--- config.mk ---
export PLATFORM = sky130hd
export DESIGN_NAME = chip_select_decoder
export DESIGN_NICKNAME = d
export VERILOG_FILES = /design/src/rtl/csdec_pkg.sv /design/src/rtl/csdec_ctl.sv /design/src/rtl/csdec_path.sv /design/src/rtl/chip_select_decoder.sv
export SDC_FILE = /design/constraint.sdc
export NUM_CORES = 1
export LEC_CHECK = 0
export ABC_AREA = 0
export BUFFER_PORTS_ARGS = -buffer_cell sky130_fd_sc_hd__buf_2
export CELL_PAD_IN_SITES_DETAIL_PLACEMENT = 0
export CELL_PAD_IN_SITES_GLOBAL_PLACEMENT = 2
export CORE_MARGIN = 3
export CORE_UTILIZATION = 40
export DETAILED_ROUTE_END_ITERATION = 6
export PLACE_DENSITY_LB_ADDON = 0.1
export REMOVE_ABC_BUFFERS = 1
export SLEW_MARGIN = 40
export SYNTH_ARGS = -nofsm -noshare
export SYNTH_HDL_FRONTEND = slang
export SYNTH_SLANG_ARGS = --single-unit
--- constraint.sdc ---
create_clock -name clk -period 4.3 [get_ports clk]
set_input_delay 0.645 -clock clk [delete_from_list [all_inputs] [get_ports clk]]
set_output_delay 0.645 -clock clk [all_outputs]
set_load 0.01 [all_outputs]
--- src/rtl/csdec_pkg.sv ---
package csdec_pkg;

  localparam int unsigned REGION_IDX_W = 3;

  // Per-region control word; bit order matches the write data layout
  typedef struct packed {
    logic [1:0] addrSetup;
    logic       laneShift;
    logic [1:0] portSize;
    logic [5:0] waitStates;
    logic       autoAck;
  } csCtrl_t;

  localparam int unsigned CTRL_W = $bits(csCtrl_t);

  localparam csCtrl_t CTRL_RESET = '{
    addrSetup:  2'd0,
    laneShift:  1'b0,
    portSize:   2'd0,
    waitStates: 6'h3F,
    autoAck:    1'b1
  };

  typedef enum logic [1:0] {
    SEL_BASE = 2'd0,
    SEL_MASK = 2'd1,
    SEL_CTRL = 2'd2,
    SEL_NONE = 2'd3
  } regSel_t;

  // Qualified write strobe from control to datapath
  typedef struct packed {
    logic                    we;
    logic [REGION_IDX_W-1:0] region;
    regSel_t                 sel;
  } cfgStrobe_t;

endpackage

--- src/rtl/csdec_ctl.sv ---
module csdec_ctl
  import csdec_pkg::*;
#(
  parameter int unsigned NUM_REGIONS = 6
) (
  input  logic                    clk,
  input  logic                    rstN,
  input  logic                    wrEn,
  input  logic [REGION_IDX_W-1:0] wrRegion,
  input  logic [1:0]              wrSel,
  input  logic [NUM_REGIONS-1:0]  rawHit,
  input  logic                    region0Valid,
  output cfgStrobe_t              strobe,
  output logic [NUM_REGIONS-1:0]  csSel,
  output logic                    csHit,
  output logic                    csMiss
);

  logic regionInRange;
  logic selIsReal;

  assign regionInRange = (int'(wrRegion) < int'(NUM_REGIONS));
  assign selIsReal     = (wrSel != SEL_NONE);

  always_comb begin
    strobe.we     = wrEn && regionInRange && selIsReal;
    strobe.region = wrRegion;
    strobe.sel    = regSel_t'(wrSel);
  end

  // Boot role of region 0, otherwise lowest matching index wins
  always_comb begin
    csSel = '0;
    if (!region0Valid) begin
      csSel[0] = 1'b1;
    end else begin
      for (int i = NUM_REGIONS - 1; i >= 0; i--) begin
        if (rawHit[i]) begin
          csSel    = '0;
          csSel[i] = 1'b1;
        end
      end
    end
  end

  assign csHit  = |csSel;
  assign csMiss = ~csHit;

  AST_SEL_ONEHOT0: assert property (@(posedge clk) disable iff (!rstN)
    $onehot0(csSel));

  AST_HIT_WHEN_RAW: assert property (@(posedge clk) disable iff (!rstN)
    (region0Valid && (rawHit != '0)) |-> csHit);

endmodule

--- src/rtl/csdec_path.sv ---
module csdec_path
  import csdec_pkg::*;
#(
  parameter int unsigned NUM_REGIONS = 6,
  parameter int unsigned ADDR_W      = 32
) (
  input  logic                   clk,
  input  logic                   rstN,
  input  cfgStrobe_t             strobe,
  input  logic [ADDR_W-1:0]      wrData,
  input  logic [ADDR_W-1:0]      lookupAddr,
  input  logic [NUM_REGIONS-1:0] csSel,
  output logic [NUM_REGIONS-1:0] rawHit,
  output logic                   region0Valid,
  output csCtrl_t                ctrlOut
);

  localparam int unsigned LOW_W = ADDR_W / 2;
  localparam int unsigned HI_W  = ADDR_W - LOW_W;

  logic [HI_W-1:0]      baseHi  [NUM_REGIONS];
  logic [HI_W-1:0]      maskFld [NUM_REGIONS];
  logic                 validQ  [NUM_REGIONS];
  csCtrl_t              ctrlQ   [NUM_REGIONS];
  logic [HI_W-1:0]      addrHi;
  logic [NUM_REGIONS*CTRL_W-1:0] ctrlTerms;

  assign addrHi = lookupAddr[ADDR_W-1:LOW_W];

  generate
    for (genvar i = 0; i < NUM_REGIONS; i++) begin : g_region
      logic hitMe;
      assign hitMe = strobe.we && (int'(strobe.region) == i);

      always_ff @(posedge clk) begin
        if (!rstN) begin
          baseHi[i]  <= '0;
          maskFld[i] <= '0;
          validQ[i]  <= 1'b0;
          ctrlQ[i]   <= CTRL_RESET;
        end else if (hitMe) begin
          case (strobe.sel)
            SEL_BASE: baseHi[i] <= wrData[ADDR_W-1:LOW_W];
            SEL_MASK: begin
              maskFld[i] <= wrData[ADDR_W-1:LOW_W];
              validQ[i]  <= wrData[0];
            end
            SEL_CTRL: ctrlQ[i] <= csCtrl_t'(wrData[CTRL_W-1:0]);
            default:  ;
          endcase
        end
      end

      assign rawHit[i] = validQ[i] &&
                         (((addrHi ^ baseHi[i]) & ~maskFld[i]) == '0);

      assign ctrlTerms[i*CTRL_W +: CTRL_W] = ctrlQ[i] & {CTRL_W{csSel[i]}};
    end
  endgenerate

  always_comb begin
    ctrlOut = '0;
    for (int i = 0; i < NUM_REGIONS; i++) begin
      ctrlOut = ctrlOut | ctrlTerms[i*CTRL_W +: CTRL_W];
    end
  end

  assign region0Valid = validQ[0];

  logic unusedLowBits;
  generate
    if (CTRL_W < LOW_W) begin : g_unused_mid
      assign unusedLowBits = ^{wrData[LOW_W-1:CTRL_W], lookupAddr[LOW_W-1:0]};
    end else begin : g_unused_lo
      assign unusedLowBits = ^lookupAddr[LOW_W-1:0];
    end
  endgenerate

  AST_STROBE_LEGAL: assert property (@(posedge clk) disable iff (!rstN)
    strobe.we |-> ((int'(strobe.region) < int'(NUM_REGIONS)) && (strobe.sel != SEL_NONE)));

  AST_BOOT_REGION0: assert property (@(posedge clk) disable iff (!rstN)
    !validQ[0] |-> (csSel == NUM_REGIONS'(1)));

  AST_SEL_IS_RAW: assert property (@(posedge clk) disable iff (!rstN)
    validQ[0] |-> ((csSel & rawHit) == csSel));

  AST_LOWEST_WINS: assert property (@(posedge clk) disable iff (!rstN)
    validQ[0] |-> (((csSel - NUM_REGIONS'(1)) & rawHit & {NUM_REGIONS{csSel != '0}}) == '0));

endmodule

--- src/rtl/chip_select_decoder.sv ---
module chip_select_decoder
  import csdec_pkg::*;
#(
  parameter int unsigned NUM_REGIONS = 6,
  parameter int unsigned ADDR_W      = 32
) (
  input  logic                    clk,
  input  logic                    rstN,
  input  logic                    wrEn,
  input  logic [REGION_IDX_W-1:0] wrRegion,
  input  logic [1:0]              wrSel,
  input  logic [ADDR_W-1:0]       wrData,
  input  logic [ADDR_W-1:0]       lookupAddr,
  output logic [NUM_REGIONS-1:0]  csSel,
  output logic                    csHit,
  output logic                    csMiss,
  output logic [CTRL_W-1:0]       csCtrl
);

  cfgStrobe_t             strobe;
  logic [NUM_REGIONS-1:0] rawHit;
  logic                   region0Valid;
  csCtrl_t                ctrlOut;

  csdec_ctl #(.NUM_REGIONS(NUM_REGIONS)) i_ctl (
    .clk          (clk),
    .rstN         (rstN),
    .wrEn         (wrEn),
    .wrRegion     (wrRegion),
    .wrSel        (wrSel),
    .rawHit       (rawHit),
    .region0Valid (region0Valid),
    .strobe       (strobe),
    .csSel        (csSel),
    .csHit        (csHit),
    .csMiss       (csMiss)
  );

  csdec_path #(.NUM_REGIONS(NUM_REGIONS), .ADDR_W(ADDR_W)) i_path (
    .clk          (clk),
    .rstN         (rstN),
    .strobe       (strobe),
    .wrData       (wrData),
    .lookupAddr   (lookupAddr),
    .csSel        (csSel),
    .rawHit       (rawHit),
    .region0Valid (region0Valid),
    .ctrlOut      (ctrlOut)
  );

  assign csCtrl = ctrlOut;

  logic badWrite;
  assign badWrite = wrEn && ((int'(wrRegion) >= int'(NUM_REGIONS)) || (wrSel == 2'd3));

  AST_MISS_CTRL_ZERO: assert property (@(posedge clk) disable iff (!rstN)
    csMiss |-> (csCtrl == '0));

  AST_BAD_WRITE_QUIET: assert property (@(posedge clk) disable iff (!rstN)
    ($past(badWrite) && $stable(lookupAddr)) |-> ($stable(csSel) && $stable(csCtrl)));

endmodule

==> impl_metrics.toml <==
[global_routing]
grt_max_degree = 49
grt_usage_pct = 19.3
grt_pass1_vias = 7284
gr-total-overflow = 0
grt_pass1_wl_um = 47300
antenna_found_initial = 1

[detailed_routing]
detail_route.first_pass.iterations = 5
routed_via_density = 5.14
vias = 7316
drtIter0Drc = 567
wl_per_cell_um = 22.5
wirelength_um = 32000
drcViolationCount = 0
drtAntennaViolNets = 0

[worst_setup_path]
regToRegSetupSlack_ps = 3740
end_kind = "primary output"
start_kind = "input pin"
reg2reg_depth = 2
regToRegEndpoint = "i_path.validQ[2][0]"
crit_arrival_ps = 3120
cp_max_fo = 26
required_ps = 3650
crit_type = "in2out"
timing.rr.start = "i_path.validQ[2][0]"

[yosys]
synth.top_cells.by_count = "edfxtp_1, and2_1, xnor2_1, clkbuf_1, or3_1"
synth_edf_count = 269
synth_area_leaders = "edfxtp_1, and2_1, xnor2_1"
synth_most_common_cell = "edfxtp_1"
synth_top_area_cell = "edfxtp_1"
netlist_area_mm2 = 0.0123
yosysSeqAreaShare_pct = 65.6
synth_top_area_share_pct = 65.5
synth-seq-cells = 270
yosys.cell_types.count = 37
synth_ff_type = "edfxtp_1"
yosysWarnings = 0
postSynthAreaPerCell_um2 = 13.2
syn_inst = 934
synthArstFlopShare_pct = 0

[sta]
period_minus_slack_ps = 3770
maxSlewViolCount = 0
finalClockSkew_ps = 0
rsz0062_at_grt = "false"
relSlewSlack_pct = 43.5
finalHoldWorstSlack_ps = 444
tightest_slew_ps = 845
finalSetupViolCount = 0
hold_viol_final = 0
clock.fmax_ghz = 0.265
setup_tns_ps = 0
timing.final.crit_share_pct = 87.6

[clock_network]
cts_made_buffers = 30
path_clk_slew_ps = 60
cts_root_buf = "clkbuf_16"
hold_buffers = 0
cts_resized = 0
htreeDepth = 1
cts_sinks = 270
max-clock-path-buffers = 3
clock_latency_ps = 550
cts_setup_buffers = 0
cts_tree = "built"

[cells_and_area]
nets = 1083
area_growth_pct = 14.7
drive_above_1_share_pct = 16.9
final_cell_area_mm2 = 0.0141
stdcell_count = 1423
n_antenna_cell = 0

[power_and_ir_drop]
comb_power_share_pct = 7.8
power.density_mw_per_mm2 = 415
p_sw_share_pct = 22.9
p_total_mw = 5.88
power_frac_seq_pct = 52.4
p_leak_nw = 4.79
switching_power_mw = 1.34
max-vdd-ir-drop_mv = 0.279
clock_power_share_pct = 39.8
p_int_mw = 4.53

[place]
dp_cells = 1369
io_buffer_count = 71
gp_congestion = 0.758
dp.final_hpwl_um = 21100
place_area_mm2 = 0.0133

[worst_hold_path]
min_from = "wrData[1]"
hold_depth = 2
hp-class = "in2reg"
hold_path_end = "i_path.ctrlQ[1][13]"

[outcome]
outcome = "finished, final reports clean"

[die]
fp.dieW_um = 182
die_height_um = 182
die_area_mm2 = 0.0330
fp-row-count = 63
start_util_pct = 41.1
ioPinCount = 92
core_area_mm2 = 0.0300

[job]
max_cap_violations = 0
-- critical path, cell delays in order --
cell       delay [ps]
buf_2             250
buf_4             220
xnor2_1           120
o22ai_1            90
or4_1             490
o31a_1            380
clkinv_8          100
a2111oi_4          30
buf_4             260
a32oi_1           220
nand3_1           140
buf_2             170
-- worst max path at each step --
| stage | depth (start not counted) | start | slack, ps | end |
|---|---|---|---|---|
| finish | 12 | lookupAddr[20] | 530 | csCtrl[2] |
| global route | 9 | i_path.baseHi[3][7] | 340 | csCtrl[5] |
| CTS | 9 | i_path.baseHi[3][7] | 470 | csCtrl[0] |
| detailed placement | 12 | lookupAddr[20] | 500 | csCtrl[0] |
| global placement | 12 | lookupAddr[20] | 520 | csCtrl[0] |
| floorplan | 8 | lookupAddr[31] | 710 | csMiss |
-- sequential cells by signal (all words and copies together), names as in the netlist --
register	cells
i_path.baseHi	96
i_path.maskFld	96
i_path.ctrlQ	72
i_path.validQ	6
-- cell usage in the layout, fill, tap and decap left out, types with 2 or more instances in the layout --
cell | Yosys | routed
clkinv_1 | 0 | 9
o21ai_0 | 24 | 7
nor3_1 | 3 | 3
buf_4 | 3 | 45
and2_1 | 229 | 229
or3_1 | 44 | 44
clkbuf_1 | 49 | 6
nand4_1 | 13 | 13
clkinv_2 | 0 | 5
nor2_2 | 0 | 4
nand2b_1 | 4 | 4
clkinv_8 | 1 | 2
or4_1 | 3 | 3
nand3b_1 | 4 | 4
nand2_1 | 18 | 18
a31o_1 | 12 | 12
edfxtp_1 | 269 | 269
a32oi_1 | 12 | 12
nand3_1 | 28 | 28
xnor2_2 | 3 | 3
clkbuf_16 | 0 | 30
o22ai_1 | 42 | 42
xnor2_1 | 93 | 93
o21ai_4 | 0 | 5
nor4_1 | 3 | 3
o21ai_1 | 0 | 11
nor2_1 | 43 | 39
nor4_4 | 2 | 2
or2_1 | 2 | 2
buf_2 | 12 | 71
-- logic make-up after synthesis --
kind of cell / synth area share (%)
xor+xnor: 7.00
simple gates: 19.2
compound gates: 5.24
flops: 65.6
buf+inv: 2.90
-- power by group through the flow --
stage	combinational [mW]	sequential [mW]	clock, mW
after detailed placement	0.466	3.14	0
after global placement	0.463	3.13	0
after global routing	0.498	3.09	2.49
after floorplan	0.226	3.13	0
final	0.456	3.08	2.34
after CTS	0.467	3.08	2.40
-- through the flow --
step	setup WS [ps]	utilization (%)
2_1_floorplan	714	-
3_3_place_gp	516	44.0
3_5_place_dp	495	44.1
4_1_cts	473	47.1
5_1_grt	338	47.1
6_report	533	47.1
-- layout make-up --
cell class / count / area, um2
Clock inverter: 18 / 121
Fill cell: 2723 / 15900
Clock buffer: 36 / 773
Inverter: 2 / 20.0
Multi-Input combinational cell: 591 / 3950
Tap cell: 390 / 488
Sequential cell: 270 / 8100
Timing Repair Buffer: 116 / 693
-- metal layers --
layer  vias to the layer above  track usage, %  wire length (um)
met5                         -               0                 0
met4                         0            4.05               629
met3                        37            2.30              1250
met2                       169            33.8             16200
met1                      3603            26.1             13900
li1                       3507               -                 -
Power figures use the tool's default switching activity.
